### config.mk
export PLATFORM = sky130hd
export DESIGN_NAME = irq_tracker
export DESIGN_NICKNAME = d
export VERILOG_FILES = /design/src/rtl/irq_trk_pkg.sv /design/src/rtl/irq_prio_enc.sv /design/src/rtl/irq_lvl_slice.sv /design/src/rtl/irq_tracker.sv
export SDC_FILE = /design/constraint.sdc
export NUM_CORES = 1
export LEC_CHECK = 0
export ABC_AREA = 1
export CORE_AREA = 2 2 62 64
export DETAILED_ROUTE_END_ITERATION = 8
export DIE_AREA = 0 0 64 66
export DONT_BUFFER_PORTS = 1
export PLACE_DENSITY = 0.86
export SETUP_SLACK_MARGIN = 0.02
export SYNTH_ARGS = -nofsm -noshare
export SYNTH_HDL_FRONTEND = slang
export SYNTH_SLANG_ARGS = --single-unit
### constraint.sdc
create_clock -name clk -period 1.4 [get_ports clk]
set_input_delay 0.28 -clock clk [delete_from_list [all_inputs] [get_ports clk]]
set_output_delay 0.28 -clock clk [all_outputs]
set_load 0.02 [all_outputs]
### src/rtl/irq_trk_pkg.sv
package irq_trk_pkg;

    typedef enum logic [1:0] {
        ST_NONE   = 2'd0,
        ST_ACCEPT = 2'd1,
        ST_QUEUED = 2'd2,
        ST_LOST   = 2'd3
    } req_stat_e;

    typedef struct packed {
        logic      req;
        logic      isr;
        logic      pend;
        req_stat_e stat;
    } lvl_state_t;

endpackage

### src/rtl/irq_prio_enc.sv
module irq_prio_enc #(
    parameter int WIDTH = 8,
    localparam int IDX_W = (WIDTH > 1) ? $clog2(WIDTH) : 1
) (
    input  logic [WIDTH-1:0] vec_i,
    output logic             any_o,
    output logic [IDX_W-1:0] idx_o,
    output logic [WIDTH-1:0] onehot_o
);

    always_comb begin
        idx_o = '0;
        for (int i = WIDTH - 1; i >= 0; i--) begin
            if (vec_i[i]) idx_o = IDX_W'(i);
        end
    end

    assign any_o    = |vec_i;
    assign onehot_o = vec_i & (~vec_i + WIDTH'(1));

endmodule

### src/rtl/irq_lvl_slice.sv
module irq_lvl_slice
    import irq_trk_pkg::*;
(
    input  logic      clk,
    input  logic      rst_n,
    input  logic      req_i,
    input  logic      cancel_i,
    input  logic      svc_i,
    input  logic      eoi_i,
    output logic      req_o,
    output logic      isr_o,
    output logic      pend_o,
    output req_stat_e stat_o
);

    lvl_state_t st_d, st_q;
    logic       promote;
    logic       busy;

    always_comb begin
        st_d      = st_q;
        st_d.stat = ST_NONE;
        promote   = st_q.pend && !st_q.req && !st_q.isr;
        busy      = st_q.req || st_q.isr || promote;

        if (promote) begin
            st_d.req  = 1'b1;
            st_d.pend = 1'b0;
        end
        if (svc_i) begin
            st_d.req = 1'b0;
            st_d.isr = 1'b1;
        end
        if (eoi_i) begin
            st_d.isr = 1'b0;
        end

        if (cancel_i) begin
            st_d.req  = 1'b0;
            st_d.pend = 1'b0;
        end else if (req_i) begin
            if (!busy) begin
                st_d.req  = 1'b1;
                st_d.stat = ST_ACCEPT;
            end else if (st_q.pend && !promote) begin
                st_d.stat = ST_LOST;
            end else begin
                st_d.pend = 1'b1;
                st_d.stat = ST_QUEUED;
            end
        end
    end

    always_ff @(posedge clk) begin
        if (!rst_n) st_q <= '0;
        else        st_q <= st_d;
    end

    assign req_o  = st_q.req;
    assign isr_o  = st_q.isr;
    assign pend_o = st_q.pend;
    assign stat_o = st_q.stat;

    assert_accept_R1: assert property (@(posedge clk) disable iff (!rst_n)
        (req_i && !cancel_i && !req_o && !isr_o && !pend_o) |=> (req_o && stat_o == ST_ACCEPT));

    assert_lost_R2: assert property (@(posedge clk) disable iff (!rst_n)
        (req_i && !cancel_i && pend_o && (req_o || isr_o)) |=> (pend_o && stat_o == ST_LOST));

    assert_promote_R4: assert property (@(posedge clk) disable iff (!rst_n)
        (pend_o && !req_o && !isr_o && !cancel_i) |=> req_o);

    assert_cancel_R5: assert property (@(posedge clk) disable iff (!rst_n)
        cancel_i |=> (!req_o && !pend_o && stat_o == ST_NONE));

    assert_excl_R6: assert property (@(posedge clk) disable iff (!rst_n)
        !(req_o && isr_o));

endmodule

### src/rtl/irq_tracker.sv
module irq_tracker
    import irq_trk_pkg::*;
#(
    parameter int NUM_LEVELS = 8,
    localparam int LVL_W = (NUM_LEVELS > 1) ? $clog2(NUM_LEVELS) : 1
) (
    input  logic                    clk,
    input  logic                    rst_n,
    input  logic [NUM_LEVELS-1:0]   req_i,
    input  logic [NUM_LEVELS-1:0]   cancel_i,
    input  logic [NUM_LEVELS-1:0]   mask_i,
    input  logic                    int_en_i,
    input  logic                    ack_i,
    input  logic                    eoi_i,
    output logic [NUM_LEVELS-1:0]   req_o,
    output logic [NUM_LEVELS-1:0]   isr_o,
    output logic [NUM_LEVELS-1:0]   pend_o,
    output logic [2*NUM_LEVELS-1:0] stat_o,
    output logic                    irq_pending_o,
    output logic [LVL_W-1:0]        sel_level_o
);

    logic [NUM_LEVELS-1:0] live_req;
    logic [NUM_LEVELS-1:0] svc_oh;
    logic [NUM_LEVELS-1:0] isr_oh;
    logic [NUM_LEVELS-1:0] svc_vec;
    logic [NUM_LEVELS-1:0] eoi_vec;
    logic [LVL_W-1:0]      isr_idx;
    logic                  isr_any;
    logic                  svc_fire;

    assign live_req = req_o & ~mask_i;

    irq_prio_enc #(.WIDTH(NUM_LEVELS)) u_req_enc (
        .vec_i    (live_req),
        .any_o    (irq_pending_o),
        .idx_o    (sel_level_o),
        .onehot_o (svc_oh)
    );

    irq_prio_enc #(.WIDTH(NUM_LEVELS)) u_isr_enc (
        .vec_i    (isr_o),
        .any_o    (isr_any),
        .idx_o    (isr_idx),
        .onehot_o (isr_oh)
    );

    assign svc_fire = ack_i && int_en_i && irq_pending_o;
    assign svc_vec  = svc_fire ? svc_oh : '0;
    assign eoi_vec  = (eoi_i && isr_any) ? isr_oh : '0;

    for (genvar g = 0; g < NUM_LEVELS; g++) begin : g_lvl
        req_stat_e lvl_stat;

        irq_lvl_slice u_slice (
            .clk      (clk),
            .rst_n    (rst_n),
            .req_i    (req_i[g]),
            .cancel_i (cancel_i[g]),
            .svc_i    (svc_vec[g]),
            .eoi_i    (eoi_vec[g]),
            .req_o    (req_o[g]),
            .isr_o    (isr_o[g]),
            .pend_o   (pend_o[g]),
            .stat_o   (lvl_stat)
        );

        assign stat_o[2*g +: 2] = lvl_stat;
    end

    assert_svc_R6: assert property (@(posedge clk) disable iff (!rst_n)
        svc_fire |=> ((isr_o & $past(svc_oh)) == $past(svc_oh)));

    assert_no_service_R7: assert property (@(posedge clk) disable iff (!rst_n)
        !int_en_i |=> ((isr_o & ~$past(isr_o)) == '0));

    assert_eoi_R8: assert property (@(posedge clk) disable iff (!rst_n)
        (eoi_i && isr_any && !svc_fire) |=>
            ($countones(isr_o) + 1 == $countones($past(isr_o))));

    assert_eoi_idle_R8: assert property (@(posedge clk) disable iff (!rst_n)
        (eoi_i && !isr_any && !svc_fire) |=> (isr_o == '0));

    assert_mask_R9: assert property (@(posedge clk) disable iff (!rst_n)
        irq_pending_o |-> !mask_i[sel_level_o]);

    logic unused_isr_idx;
    assign unused_isr_idx = ^isr_idx;

endmodule

==> metrics.yaml <==
synthesis:
  synth.distinct_cells: 25
  synth-seq-cells: 40
  synthCells: 291
  yosysTopAreaCell: "dfxtp_1"
  yosysSeqAreaShare: 0.377
  synth_warnings: 0
  syn_nets: 320
  avgSynthCellArea_um2: 7.29
  synth.area.top_cells: "dfxtp_1 38%, buf_4 8.8%, nand2_1 8.5%, inv_1 7.8%, nand3_1 6.1%"
  synth_top_area_frac: 0.377
  syn_area_um2: 2120
final_layout:
  layout_commonest_cell: "nand2_1"
  final_cell_mix: "46 x nand2_1, 44 x inv_1, 32 x dfxtp_1, 28 x buf_4, 24 x nand3_1"
  antennaDiodeCount: 0
  drive_gt1_frac: 0.275
  final_util: 0.660
  final_nets: 330
  seq_area_um2: 811
  fillers: 291
  multi_input_area_um2: 992
  syn2layout_area_growth_pct: 10.4
grt:
  grt_pass1_wl_um: 7520
  grt_pass1_vias: 1717
  antenna_found_initial: 0
  grtUsageTotal: 0.231
  grt_max_degree: 17
  overflow: 0
sta:
  period_needed_ns: 1.65
  hold_viol_final: 0
  fin_skew_ns: 0.00974
  post-route-period-util: 1.18
  rsz0062_at_grt: "true"
  max_slew_margin: 0.699
  timing.final.ws_setup_ns: -0.250
  final-max-slew-violation-count: 0
  setup_viol: 6
  worstMarginPinSlew_ns: 0.450
  fmax_ghz: 0.606
placed_design:
  io_buffers: 0
  place_ws_ns: 0.120
  place_hpwl_um: 3310
  finalWeightedCongestion: 0.805
power:
  internal-power_uw: 1590
  power.density_nw_per_um2: 975
  p_clk_frac: 0.268
  p_sw_uw: 691
  seq_power_share: 0.538
  ir_drop_mv: 0.635
  comb_power_share: 0.193
  swShare: 0.303
  total_power_uw: 2290
  p_leak_uw: 0.00122
status:
  violations: "negative setup slack"
  outcome: "finished, violations left"
critical_path:
  endpoint: "sel_level_o[0]"
  end_kind: "primary output"
  path_class: "reg -> out"
  cp.required_ns: 1.12
  cp_max_fo: 3
  cp_data_arrival_time_ns: 1.37
  r2r_slack_ns: -0.20
  ff2ff_path_depth: 12
  cp-start-kind: "flip-flop"
  reg2reg_from: "g_lvl[7].u_slice.req_o"
  crit_start: "g_lvl[7].u_slice.req_o"
  r2r-end: "g_lvl[7].u_slice.isr_o"
worst_hold_path:
  hp-class: "in -> reg"
  holdPathStages: 1
route:
  drtIter0Drc: 89
  route.detailed.drc: 0
  num_vias: 1912
  antenna_left: 0
  dr.pass1.iters: 5
  routed_wl_um: 4900
  avgRoutedWirePerCell_um: 14.0
  routed_via_density: 5.46
clock_network:
  cts_buffers: 5
  cts_root_buf: "clkbuf_4"
  cts_tree: "done"
  clkSlewWorstSetupHoldPaths_ns: 0.12
  ctsHoldBuffers: 0
  cts_buffer_depth: 2
  cts_sinks: 40
  clk_latency_ns: 0.35
  htreeDepth: 2
floorplan:
  rows: 22
  fp.dieH_um: 66
  die_area_um2: 4220
  die_w_um: 64
  core_area_um2: 3550
  start_util: 0.598
  io_pins: 73
flow_run:
  drv_cap: 0
## area by class of cell
class | count | share of cell area
flip-flops and latches | 40 | 0.346
multi-input cells | 176 | 0.423
repair buffers | 30 | 0.103
inverters | 48 | 0.0769
well taps | 48 | 0.0256
clock buffers | 8 | 0.0251
## critical path: stages (launching register included)
cell      delay, ns
dfxtp_2        0.37
inv_2          0.05
nor2_2         0.10
nand2_2        0.07
nand2_1        0.06
a21boi_1       0.06
o22ai_1        0.14
buf_4          0.17
## power groups by stage
stage	Clock [uW]	Sequential (uW)	Combinational [uW]
after floorplan	0	1250	317
after global placement	0	1250	359
after detailed placement	0	1250	368
after CTS	623	1230	419
after global routing	666	1240	476
final	614	1230	441
## how the worst min path moves through the flow
stage | start | endpoint | slack, ns
after floorplan | cancel_i[7] | g_lvl[7].u_slice.pend_o | 0.38
after global placement | cancel_i[5] | g_lvl[5].u_slice.pend_o | 0.38
after detailed placement | cancel_i[5] | g_lvl[5].u_slice.pend_o | 0.39
after CTS | cancel_i[3] | g_lvl[3].u_slice.pend_o | 0.006
after global routing | cancel_i[3] | g_lvl[3].u_slice.pend_o | 0.007
final | cancel_i[6] | g_lvl[6].u_slice.pend_o | 0.02
## cell families (layout without fill, tap and decap cells)
logic type,Yosys count,after routing,share of synthesized area
DFF,40,40,0.377
and+or+nand+nor,132,132,0.318
AOI/OAI and AO/OA,44,44,0.124
buffers and inverters,75,86,0.180
## what timing repair did
item,4_1_cts,5_1_grt
buffers inserted,11,2
pin swaps,12,8
endpoints found under the setup margin,4,7
endpoints found under the hold margin,0,0
gates resized for setup,17,6
## state kept, by name, summed over array words and instances (netlist names)
| signal | flops |
|---|---|
| g_lvl.u_slice.isr_o | 8 |
| g_lvl.u_slice.pend_o | 8 |
| g_lvl.u_slice.stat_o | 16 |
| g_lvl.u_slice.req_o | 8 |
## synthesized netlist by cell type
| cell | count |
|---|---|
| nand2_2 | 8 |
| o22ai_1 | 1 |
| buf_6 | 1 |
| o21bai_1 | 6 |
| clkbuf_1 | 1 |
| nand3_2 | 4 |
| dfxtp_1 | 40 |
| nor3_1 | 3 |
| a21boi_0 | 1 |
| buf_4 | 25 |
| inv_2 | 4 |
| a21oi_1 | 15 |
| nand2_8 | 1 |
| nand2_4 | 5 |
| nand2_1 | 48 |
| o21ai_0 | 11 |
| nor2_1 | 25 |
| nand4_1 | 4 |
| nor2_4 | 3 |
| inv_1 | 44 |
| nor2_2 | 5 |
| o21ai_2 | 1 |
| o21ai_1 | 1 |
| nand3_1 | 26 |
| o31ai_1 | 8 |
## routing by layer
layer / track usage / wire [um] / vias up
met5: 0 / 0 / -
met4: 0.101 / 102 / 0
met3: 0.0852 / 397 / 11
met2: 0.405 / 2390 / 82
met1: 0.248 / 2010 / 888
li1: - / - / 931
## per-stage QoR
stage               hold WS [ns]  std cells  area [um2]  TNS [ns]
floorplan                  0.380        291        2120         0
global placement           0.385        330        2110         0
detailed placement         0.387        330        2110         0
CTS                      0.00603        349        2310     -1.04
global route             0.00669        350        2340     -1.49
finish                    0.0171        350        2340     -1.17
Note: power is estimated with default switching activity, not from simulation.
